**config.mk**
```make
export PLATFORM = sky130hd
export DESIGN_NAME = spi_word_master
export DESIGN_NICKNAME = d
export VERILOG_FILES = /design/src/rtl/qsm_pkg.sv /design/src/rtl/qsm_regs.sv /design/src/rtl/qsm_clkdiv.sv /design/src/rtl/qsm_shifter.sv /design/src/rtl/spi_word_master.sv
export SDC_FILE = /design/constraint.sdc
export NUM_CORES = 1
export LEC_CHECK = 0
export CORE_MARGIN = 2
export CORE_UTILIZATION = 35
export DETAILED_ROUTE_END_ITERATION = 16
export MAX_ROUTING_LAYER = met4
export PLACE_DENSITY = 0.73
export SYNTH_ARGS = -nofsm -noshare
export SYNTH_HDL_FRONTEND = slang
export SYNTH_HIERARCHICAL = 1
export SYNTH_SLANG_ARGS = --single-unit
```
**constraint.sdc**
```tcl
create_clock -name clk -period 3.85 [get_ports clk]
set_input_delay 0.5775 -clock clk [delete_from_list [all_inputs] [get_ports clk]]
set_output_delay 0.5775 -clock clk [all_outputs]
set_load 0.02 [all_outputs]
```
**src/rtl/qsm_pkg.sv**
```systemverilog
// Package: shared constants for the word-fed SPI master.
// Assumes byte addressing, with the offsets below decoded on the full address.
package qsm_pkg;
    localparam logic [7:0] OFF_CTRL = 8'h00;
    localparam logic [7:0] OFF_EN   = 8'h14;
    localparam logic [7:0] OFF_TX4  = 8'h1C;
    localparam logic [7:0] OFF_TX1  = 8'h80;
    localparam logic [7:0] OFF_TX2  = 8'h84;
    localparam logic [7:0] OFF_TX3  = 8'h88;

    localparam int B_MASTER = 0;
    localparam int B_CPOL   = 1;
    localparam int B_CPHA   = 2;
    localparam int B_DIV    = 3;
    localparam int B_SS     = 10;
    localparam int B_MANUAL = 14;

    typedef enum logic {ST_IDLE, ST_SHIFT} eng_state_t;
endpackage

```
**src/rtl/qsm_regs.sv**
```systemverilog
// Module: qsm_regs
// Holds the control and enable registers and turns data writes into
// transmit-queue pushes, each tagged with a length code taken from the address.
// Assumes SS_W <= 4 and DIV_W <= 7, so the fields do not overlap.
module qsm_regs
    import qsm_pkg::*;
#(
    parameter int ADDR_W = 8,
    parameter int DATA_W = 32,
    parameter int SS_W   = 4,
    parameter int DIV_W  = 3,
    parameter int LEN_W  = 2
) (
    input  logic              clk,
    input  logic              rst_n,
    input  logic              wr,
    input  logic [ADDR_W-1:0] addr,
    input  logic [DATA_W-1:0] wdata,
    output logic              cfg_master,
    output logic              cfg_cpol,
    output logic              cfg_cpha,
    output logic [DIV_W-1:0]  cfg_div,
    output logic [SS_W-1:0]   cfg_ss,
    output logic              cfg_manual,
    output logic              cfg_en,
    output logic              push,
    output logic [DATA_W-1:0] push_data,
    output logic [LEN_W-1:0]  push_len
);
    // Control and enable registers: reset leaves every slave deselected.
    always_ff @(posedge clk) begin
        if (!rst_n) begin
            cfg_master <= 1'b0;
            cfg_cpol   <= 1'b0;
            cfg_cpha   <= 1'b0;
            cfg_div    <= '0;
            cfg_ss     <= '1;
            cfg_manual <= 1'b0;
            cfg_en     <= 1'b0;
        end else if (wr) begin
            if (addr == ADDR_W'(OFF_CTRL)) begin
                cfg_master <= wdata[B_MASTER];
                cfg_cpol   <= wdata[B_CPOL];
                cfg_cpha   <= wdata[B_CPHA];
                cfg_div    <= wdata[B_DIV +: DIV_W];
                cfg_ss     <= wdata[B_SS +: SS_W];
                cfg_manual <= wdata[B_MANUAL];
            end
            if (addr == ADDR_W'(OFF_EN)) begin
                cfg_en <= wdata[0];
            end
        end
    end

    // Data-write decode: the address picks the byte count of the entry.
    always_comb begin
        push      = 1'b0;
        push_len  = '0;
        push_data = wdata;
        if (wr) begin
            if (addr == ADDR_W'(OFF_TX4)) begin
                push = 1'b1; push_len = LEN_W'(3);
            end else if (addr == ADDR_W'(OFF_TX1)) begin
                push = 1'b1; push_len = LEN_W'(0);
            end else if (addr == ADDR_W'(OFF_TX2)) begin
                push = 1'b1; push_len = LEN_W'(1);
            end else if (addr == ADDR_W'(OFF_TX3)) begin
                push = 1'b1; push_len = LEN_W'(2);
            end
        end
    end
endmodule

```
**src/rtl/qsm_clkdiv.sv**
```systemverilog
// Module: qsm_clkdiv
// Produces one tick at the end of each SCLK half period, which lasts (1 << div)
// clocks. It restarts from zero whenever run is low.
// Assumes div does not change while run is high.
module qsm_clkdiv #(
    parameter int DIV_W = 3
) (
    input  logic             clk,
    input  logic             rst_n,
    input  logic             run,
    input  logic [DIV_W-1:0] div,
    output logic             tick
);
    localparam int CNT_W = (1 << DIV_W) - 1;

    logic [CNT_W-1:0] cnt;
    logic [CNT_W-1:0] limit;

    assign limit = ~({CNT_W{1'b1}} << div);
    assign tick  = run && (cnt == limit);

    // Half-period counter: it wraps on every tick.
    always_ff @(posedge clk) begin
        if (!rst_n || !run) begin
            cnt <= '0;
        end else if (tick) begin
            cnt <= '0;
        end else begin
            cnt <= cnt + 1'b1;
        end
    end
endmodule

```
**src/rtl/qsm_shifter.sv**
```systemverilog
// Module: qsm_shifter
// Serialises one queue entry at a time and collects the received bits.
// Bytes go lowest first and bits go MSB first, addressed as {byte, bit}.
// Each bit has two half periods. The sampling edge closes the first half.
// Assumes the receive full flag reflects a push within one clock.
module qsm_shifter
    import qsm_pkg::*;
#(
    parameter int DATA_W = 32,
    parameter int LEN_W  = 2
) (
    input  logic              clk,
    input  logic              rst_n,
    input  logic              go,
    input  logic              cpol,
    input  logic              cpha,
    input  logic              tick,
    input  logic              txq_valid,
    input  logic [DATA_W-1:0] txq_rdata,
    input  logic [LEN_W-1:0]  txq_rlen,
    output logic              txq_pop,
    input  logic              rxq_full,
    output logic              rxq_push,
    output logic [DATA_W-1:0] rxq_wdata,
    input  logic              miso,
    output logic              mosi,
    output logic              sclk,
    output logic              busy
);
    localparam int POS_W = LEN_W + 3;

    eng_state_t         state;
    logic               half;
    logic [LEN_W-1:0]   byte_q;
    logic [2:0]         bit_q;
    logic [LEN_W-1:0]   last_byte_q;
    logic [DATA_W-1:0]  tx_q;
    logic [DATA_W-1:0]  rx_q;
    logic [DATA_W-1:0]  rx_next;
    logic               sclk_q;
    logic [POS_W-1:0]   pos;
    logic               last_bit;
    logic               end_a;
    logic               end_b;
    logic               can_start;
    logic               load;

    assign busy      = (state == ST_SHIFT);
    assign pos       = {byte_q, bit_q};
    assign last_bit  = (byte_q == last_byte_q) && (bit_q == 3'd0);
    assign end_a     = busy && tick && !half;
    assign end_b     = busy && tick && half;
    assign can_start = go && txq_valid && !rxq_full;
    assign load      = can_start && (!busy || (end_b && last_bit));

    assign txq_pop   = load;
    assign rxq_push  = go && end_a && last_bit;
    assign rxq_wdata = rx_next;
    assign mosi      = busy ? tx_q[pos] : 1'b0;
    assign sclk      = sclk_q;

    // Received word with the bit sampled at this edge merged in.
    always_comb begin
        rx_next      = rx_q;
        rx_next[pos] = miso;
    end

    // Entry sequencing: load, sample, advance, chain or drop to idle.
    always_ff @(posedge clk) begin
        if (!rst_n) begin
            state       <= ST_IDLE;
            half        <= 1'b0;
            byte_q      <= '0;
            bit_q       <= 3'd7;
            last_byte_q <= '0;
            tx_q        <= '0;
            rx_q        <= '0;
            sclk_q      <= 1'b0;
        end else if (!go) begin
            state  <= ST_IDLE;
            half   <= 1'b0;
            sclk_q <= cpol;
        end else if (load) begin
            state       <= ST_SHIFT;
            half        <= 1'b0;
            byte_q      <= '0;
            bit_q       <= 3'd7;
            last_byte_q <= txq_rlen;
            tx_q        <= txq_rdata;
            rx_q        <= '0;
            sclk_q      <= cpol ^ cpha;
        end else if (busy) begin
            if (end_a) begin
                rx_q   <= rx_next;
                half   <= 1'b1;
                sclk_q <= ~(cpol ^ cpha);
            end else if (end_b) begin
                half <= 1'b0;
                if (last_bit) begin
                    state  <= ST_IDLE;
                    sclk_q <= cpol;
                end else begin
                    sclk_q <= cpol ^ cpha;
                    if (bit_q == 3'd0) begin
                        byte_q <= byte_q + 1'b1;
                        bit_q  <= 3'd7;
                    end else begin
                        bit_q <= bit_q - 1'b1;
                    end
                end
            end
        end else begin
            sclk_q <= cpol;
        end
    end
endmodule

```
**src/rtl/spi_word_master.sv**
```systemverilog
// Module: spi_word_master (top)
// Ties the register port, the half-period divider and the shift engine
// together, and drives the active-low selects in automatic or manual mode.
// Assumes the transmit queue offers first-word-fall-through data, and that a
// receive push is reflected in rxq_full on the next clock.
module spi_word_master #(
    parameter int DATA_W = 32,
    parameter int ADDR_W = 8,
    parameter int SS_W   = 4,
    parameter int DIV_W  = 3,
    localparam int LEN_W = $clog2(DATA_W / 8)
) (
    input  logic              clk,
    input  logic              rst_n,
    input  logic              reg_wr,
    input  logic [ADDR_W-1:0] reg_addr,
    input  logic [DATA_W-1:0] reg_wdata,
    output logic              txq_push,
    output logic [DATA_W-1:0] txq_wdata,
    output logic [LEN_W-1:0]  txq_wlen,
    input  logic              txq_valid,
    input  logic [DATA_W-1:0] txq_rdata,
    input  logic [LEN_W-1:0]  txq_rlen,
    output logic              txq_pop,
    input  logic              rxq_full,
    output logic              rxq_push,
    output logic [DATA_W-1:0] rxq_wdata,
    output logic              spi_sclk,
    output logic              spi_mosi,
    input  logic              spi_miso,
    output logic [SS_W-1:0]   spi_ss_n
);
    logic             cfg_master;
    logic             cfg_cpol;
    logic             cfg_cpha;
    logic [DIV_W-1:0] cfg_div;
    logic [SS_W-1:0]  cfg_ss;
    logic             cfg_manual;
    logic             cfg_en;
    logic             cfg_go;
    logic             busy;
    logic             tick;

    assign cfg_go = cfg_en && cfg_master;

    qsm_regs #(
        .ADDR_W(ADDR_W), .DATA_W(DATA_W), .SS_W(SS_W),
        .DIV_W(DIV_W), .LEN_W(LEN_W)
    ) u_regs (
        .clk(clk), .rst_n(rst_n), .wr(reg_wr), .addr(reg_addr), .wdata(reg_wdata),
        .cfg_master(cfg_master), .cfg_cpol(cfg_cpol), .cfg_cpha(cfg_cpha),
        .cfg_div(cfg_div), .cfg_ss(cfg_ss), .cfg_manual(cfg_manual),
        .cfg_en(cfg_en), .push(txq_push), .push_data(txq_wdata), .push_len(txq_wlen)
    );

    qsm_clkdiv #(.DIV_W(DIV_W)) u_div (
        .clk(clk), .rst_n(rst_n), .run(busy), .div(cfg_div), .tick(tick)
    );

    qsm_shifter #(.DATA_W(DATA_W), .LEN_W(LEN_W)) u_shift (
        .clk(clk), .rst_n(rst_n), .go(cfg_go), .cpol(cfg_cpol), .cpha(cfg_cpha),
        .tick(tick), .txq_valid(txq_valid), .txq_rdata(txq_rdata),
        .txq_rlen(txq_rlen), .txq_pop(txq_pop), .rxq_full(rxq_full),
        .rxq_push(rxq_push), .rxq_wdata(rxq_wdata), .miso(spi_miso),
        .mosi(spi_mosi), .sclk(spi_sclk), .busy(busy)
    );

    // Select drive: the field itself in manual mode, otherwise only while shifting.
    always_comb begin
        if (cfg_manual || busy) spi_ss_n = cfg_ss;
        else                    spi_ss_n = '1;
    end
endmodule

```
==> summary.txt, run 1 <==
Placement
  • GP Congestion: 0.823
  • DP Wirelength: 8820 um
  • Port Buffers: 112

Yosys
  • Synthesized netlist cell count: 583
  • Post-synthesis cell area: 5240 um2
  • Yosys reg bits: 93
  • Ys Warns: 6
  • Post-Synthesis Net Count: 673
  • Most common flop cell mapped by yosys: dfxtp_1
  • EDFF count, synth: 0
  • Async set-reset flop share out of synthesis: 0%
  • Sequential share of the synthesized area: 35.6%
  • Netlist cell types: 60
  • Post-synthesis area per instance: 8.98 um2

Final layout
  • End-of-flow core utilization: 44.6%
  • N_diodes: 0
  • Layout cells sized above 1: 12.6%
  • Multi-input gate area: 2900 um2
  • Reg area: 1860 um2
  • Final net count: 735
  • Commonest non-fill, non-tap cells in the layout: nand2_1 (111), clkdlybuf4s50_1 (109), dfxtp_1 (93)
  • Commonest non-fill, non-tap cell in the layout: nand2_1
  • FILL cells: 1384
  • Area Growth Syn to Fin: 24.4%

CTS
  • CTS tree: done
  • Root Buffer: clkbuf_16
  • Post-CTS resize count: 0
  • Hold Buf Count CTS: 0
  • Post-CTS Setup Inserts: 0
  • Clk sinks: 93
  • CTS buffer count: 9
  • Clock Tree Buf Depth: 2
  • CTS clk-pin slew, worst paths: 60 ps
  • H-tree Lvls: 3
  • Insertion delay to the later sink of the worst-skew pair: 350 ps

GRT
  • Gr ovfl total: 0
  • Initial antenna violation count: 0
  • Vias in the first global route: 4227
  • GRT Util Overall: 16.1%
  • First-pass GRT wire length: 20400 um
  • Largest net degree at the start of global routing: 67

STA
  • TNS Setup: 0 ps
  • Fmax: 281 MHz
  • Worst rel slew slack: 32.1%
  • Unrepaired setup endpoints after global routing: no
  • Time the final worst path needs with I/O delays and setup: 3550 ps
  • Worst Skew: 7.26 ps
  • Setup-failing EPs final: 0
  • Final-report max-slew violation count: 0
  • Slew at the pin closest to its max-slew limit: 1020 ps
  • Hold Vio Cnt, Final: 0
  • Fin crit share: 92.3%

Die
  • DIE WIDTH: 126 um
  • Area of the core: 14600 um2
  • Die Ht: 126 um
  • Site Rows: 44
  • # IOs: 155
  • Initial Util: 35.9%
  • Die footprint: 16000 um2

Drt
  • Detailed Route WL: 12400 um
  • TritonRoute pass-1 iters: 5
  • Via count: 4287
  • Initial DRC Count: 214
  • Vias per cell: 5.14
  • # DRC: 0
  • Wire per inst: 14.9 um
  • Antenna-violating nets left: 0

Setup path
  • Crit Path Max Fanout: 36
  • Critical Path RT: 3270 ps
  • Crit start category: register
  • CP Cell Sequence: or3_1 -> o31a_1 -> o2bb2ai_2 -> nor3_4 -> nand4b_1 -> nor4_4 -> nor2_8 -> inv_2 -> dlymetal6s2s_1
  • Slowest CP cell: nor4_4
  • Worst EP arrival: 2970 ps
  • Element type at the critical path end: primary output
  • Critical path class: reg2out
  • Slowest stage delay, CP: 500 ps

Power and ir drop
  • Psw: 438 uW
  • Int Pwr: 1500 uW
  • Comb pwr share: 6.7%
  • Leak pwr: 0.00234 uW
  • Clock power frac: 43.7%
  • VDD IR max: 0.000215 V
  • Sw frac: 22.6%
  • Pwr dens: 298 nW/um2
  • Flop pwr share: 49.6%

Flow run
  • Max-Cap Viols: 0

Outcome
  • Status: completed

Worst hold path
  • HP Class: reg2reg
## cell usage after synthesis (2+ instances only)
library cell / count / area share, %
ha_1: 10 / 2.4
nand3_1: 23 / 2.2
a21boi_1: 29 / 4.2
o21bai_1: 4 / 0.57
clkbuf_1: 22 / 1.6
mux2i_1: 13 / 2.5
nand2_1: 111 / 8.0
a22oi_1: 32 / 4.6
xnor2_1: 2 / 0.33
nor4_4: 3 / 1.2
o21a_1: 3 / 0.43
nor2b_1: 38 / 4.5
xor2_2: 2 / 0.62
nor2_1: 6 / 0.43
mux2_2: 32 / 6.9
a21oi_1: 6 / 0.57
nand4b_1: 2 / 0.33
dfxtp_1: 93 / 36
o21ai_0: 9 / 0.86
inv_1: 10 / 0.72
xor2_1: 5 / 0.84
o211ai_1: 6 / 0.86
nand3b_1: 3 / 0.43
and3_1: 5 / 0.60
or3_1: 3 / 0.36
buf_2: 8 / 0.76
and2_1: 4 / 0.48
buf_4: 34 / 4.9
nor3_1: 8 / 0.76
mux4_2: 8 / 3.4
a31oi_1: 2 / 0.24
a21boi_0: 6 / 0.86
nand2b_1: 5 / 0.60
buf_1: 3 / 0.22
buf_6: 3 / 0.65
nand4_1: 5 / 0.60
nor3b_1: 2 / 0.29
## worst max-delay path: cells and delay by family (launching register included)
kind                   cells  cell delay (ps)
AO/OA/AOI/OAI              2              400
AND/OR/NAND/NOR            5             1490
buffers and inverters      2              310
flip-flops                 1              400
## worst paths after layout
check                                    endpoint  slack, ps  cells after the start               from
worst min register to register    u_shift/tx_q[9]        450                      2    u_shift/tx_q[9]
worst max register to register  u_shift/byte_q[1]        680                     11  u_regs/cfg_div[1]
worst min-delay path              u_shift/tx_q[9]        450                      2    u_shift/tx_q[9]
worst max-delay path                      txq_pop        300                      9  u_regs/cfg_div[1]
## stage by stage
step / hold slack, ps / worst slack, ps / cells / power (uW) / instance area, um2
floorplan: 430 / 240 / 583 / 1060 / 5240
global placement: 439 / 501 / 818 / 1110 / 6220
detailed placement: 445 / 430 / 818 / 1110 / 6220
CTS: 454 / 27.1 / 834 / 1960 / 6510
global route: 470 / 140 / 834 / 2010 / 6510
finish: 452 / 298 / 834 / 1940 / 6510
## registers in the layout (all words and copies together), names as in the netlist
| name | count |
|---|---|
| u_shift/sclk | 1 |
| u_shift/half | 1 |
| u_shift/last_byte_q | 2 |
| u_regs/cfg_cpha | 1 |
| u_regs/cfg_cpol | 1 |
| u_shift/rx_q | 32 |
| u_shift/busy | 1 |
| u_div/cnt | 7 |
| u_regs/cfg_manual | 1 |
| u_regs/cfg_ss | 4 |
| u_regs/cfg_en | 1 |
| u_shift/bit_q | 3 |
| u_shift/tx_q | 32 |
| u_regs/cfg_div | 3 |
| u_shift/byte_q | 2 |
| u_regs/cfg_master | 1 |
## logic make-up after synthesis
kind of cell / count (synthesis) / synth area share (%)
mux: 53 / 12.8
xor+xnor: 9 / 1.79
compound gates: 108 / 15.2
buf+inv: 82 / 9.25
simple gates: 228 / 23.0
fa+ha+maj: 10 / 2.39
flops: 93 / 35.6
## layout make-up
cell class,instances,share of cell area [%]
clock buffer,10,3.67
clock inverter,6,0.711
inverter,11,0.634
multi-input combinational,408,44.5
sequential,93,28.6
tap,184,3.54
timing repair buffer,122,18.4
## layer usage
layer | global-route usage (%) | vias up | part of all wire [%]
li1 | - | 2125 | -
met1 | 19.4 | 2035 | 45
met2 | 26.6 | 108 | 49
met3 | 3.46 | 19 | 4.9
met4 | 5.75 | 0 | 1.6
met5 | - | - | 0
## power groups by stage
stage | Sequential (uW) | Clock, uW | Combinational, uW
2_1_floorplan | 984 | 0 | 80.6
3_3_place_gp | 984 | 0 | 127
3_5_place_dp | 984 | 0 | 130
4_1_cts | 962 | 871 | 130
5_1_grt | 961 | 916 | 137
6_report | 962 | 847 | 129
No activity file was read; power rests on OpenSTA's default activity.
==> inputs of run 2 (changes only) <==
==> constraint.sdc (replaced) <==
create_clock -name clk -period 4 [get_ports clk]
set_input_delay 0.6 -clock clk [delete_from_list [all_inputs] [get_ports clk]]
set_output_delay 0.6 -clock clk [all_outputs]
set_load 0.02 [all_outputs]
==> summary.txt, run 2 (same netlist as run 1, synthesis figures left out) <==
GRT
  • Vias in the first global route: 4261 (was 4227)
  • Initial antenna violation count: 0 (unchanged)
  • First-pass GRT wire length: 20600 um (was 20400 um)
  • Largest net degree at the start of global routing: 61 (was 67)
  • Gr ovfl total: 0 (unchanged)
  • GRT Util Overall: 16.3% (was 16.1%)

Final layout
  • Post-route insts no fill: 837 (was 834)
  • Commonest non-fill, non-tap cell in the layout: nand2_1 (unchanged)
  • N_diodes: 0 (unchanged)
  • Reg area: 1860 um2 (unchanged)
  • Biggest regs: u_shift/rx_q x32, u_shift/tx_q x32, u_div/cnt x7 (unchanged)
  • Commonest non-fill, non-tap cells in the layout: nand2_1 (111), clkdlybuf4s50_1 (110), dfxtp_1 (93) (was nand2_1 (111), clkdlybuf4s50_1 (109), dfxtp_1 (93))
  • Final net count: 738 (was 735)
  • Multi-input gate area: 2900 um2 (about the same)
  • Layout cells sized above 1: 12.4% (was 12.6%)
  • FILL cells: 1368 (was 1384)
  • Area Growth Syn to Fin: 24.5% (was 24.4%)

CTS
  • Insertion delay to the later sink of the worst-skew pair: 350 ps (about the same)
  • H-tree Lvls: 3 (unchanged)
  • Root Buffer: clkbuf_16 (unchanged)
  • CTS buffer count: 9 (unchanged)
  • Hold Buf Count CTS: 0 (unchanged)
  • CTS clk-pin slew, worst paths: 60 ps (about the same)
  • CTS tree: done (unchanged)
  • Clk sinks: 93 (unchanged)
  • Clock Tree Buf Depth: 2 (unchanged)

Drt
  • # DRC: 0 (unchanged)
  • TritonRoute pass-1 iters: 5 (unchanged)
  • Via count: 4315 (was 4287)
  • Wire per inst: 15.1 um (was 14.9 um)
  • Vias per cell: 5.16 (was 5.14)
  • Antenna-violating nets left: 0 (unchanged)
  • Initial DRC Count: 225 (was 214)
  • Detailed Route WL: 12600 um (was 12400 um)

Worst hold path
  • HP Class: reg2reg (unchanged)

Placement
  • GP Congestion: 0.792 (was 0.823)
  • Port Buffers: 112 (unchanged)
  • DP Wirelength: 8830 um (was 8820 um)
  • # placed instances: 818 (unchanged)

STA
  • Slew at the pin closest to its max-slew limit: 941 ps (was 1020 ps)
  • Hold Vio Cnt, Final: 0 (unchanged)
  • TNS Setup: 0 ps (unchanged)
  • Fmax: 259 MHz
  • Worst Skew: 6.48 ps (was 7.26 ps)
  • Time the final worst path needs with I/O delays and setup: 3860 ps
  • Worst rel slew slack: 37.2% (was 32.1%)
  • Unrepaired setup endpoints after global routing: no (unchanged)
  • Final-report max-slew violation count: 0 (unchanged)
  • Fin crit share: 96.4%
  • Setup-failing EPs final: 0 (unchanged)

Flow run
  • Max-Cap Viols: 0 (unchanged)

Setup path
  • Crit Path Max Fanout: 11 (was 36)
  • Worst EP arrival: 3260 ps (was 2970 ps)
  • Critical path class: reg2out (unchanged)
  • Critical Path RT: 3400 ps (was 3270 ps)
  • Crit start category: register (unchanged)
  • Element type at the critical path end: primary output (unchanged)

Die
  • Die Ht: 126 um (unchanged)
  • Initial Util: 35.9% (unchanged)
  • Area of the core: 14600 um2 (unchanged)
  • DIE WIDTH: 126 um (unchanged)
  • # IOs: 155 (unchanged)
  • Site Rows: 44 (unchanged)
  • Die footprint: 16000 um2 (unchanged)

Power and ir drop
  • Pwr dens: 283 nW/um2 (was 298 nW/um2)
  • VDD IR max: 0.000154 V (was 0.000215 V)
  • Leak pwr: 0.00233 uW (was 0.00234 uW)

Outcome
  • Status: completed (unchanged)
-- run 2: cell types whose count changed in the layout (fill, tap and decap cells not counted), sizes merged --
cell	previous run	this run
inv	13	11
clkinv	2	1
buf	11	14
dlymetal6s2s	2	1
clkdlybuf4s50	109	110
clkinvlp	2	0
clkbuf	10	15
-- run 2: worst max-delay path: stages, from the launching register on --
cell and delay [ps]:
dfxtp_1 400, or3_1 430, o31a_1 270, o2bb2ai_2 150
nor3_4 180, nand2_1 150, nor3b_4 210, nor4b_1 430
clkdlybuf4s50_1 700
-- run 2: metal layers --
metal	wire (um)	vias to the layer above	global-route usage [%]
met5	0	-	-
met4	212	0	5.43
met3	595	22	3.46
met2	6220	102	26.7
met1	5580	2064	20.2
li1	-	2127	-
-- run 2: worst paths after layout --
check | from | endpoint | slack, ps | cells past startpoint
min reg2reg | u_shift/tx_q[4] | u_shift/tx_q[4] | 450 | 2
max reg2reg | u_regs/cfg_div[1] | u_shift/byte_q[1] | 890 | 12
max | u_regs/cfg_div[1] | rxq_push | 140 | 8
min | u_shift/tx_q[4] | u_shift/tx_q[4] | 450 | 2
-- run 2: repair_timing --
item / CTS / global route
gates resized for setup: 0 / 1
setup buffers: 0 / 3
endpoints found under the setup margin: 0 / 1
-- run 2: layout make-up --
class / instances / share of cell area, %
multi-input combinational: 408 / 44.4
tap: 184 / 3.53
clock inverter: 1 / 0.0768
clock buffer: 15 / 4.11
inverter: 11 / 0.633
timing repair buffer: 125 / 18.7
sequential: 93 / 28.6
-- run 2: report_power, final --
part | switching (uW) | internal [uW]
Combinational | 48.0 | 75.7
Sequential | 0.188 | 926
Clock | 337 | 455
-- run 2: through the flow --
| step | hold slack [ps] | utilization (%) | power [uW] | area [um2] | setup WS [ps] |
|---|---|---|---|---|---|
| after global routing | 474 | 44.7 | 1910 | 6520 | 21.4 |
| after detailed placement | 446 | 42.6 | 1070 | 6220 | 541 |
| final | 453 | 44.7 | 1840 | 6520 | 143 |
| after CTS | 454 | 44.5 | 1870 | 6490 | 113 |
| after floorplan | 430 | - | 1020 | 5240 | 368 |
| after global placement | 439 | 42.6 | 1070 | 6220 | 636 |
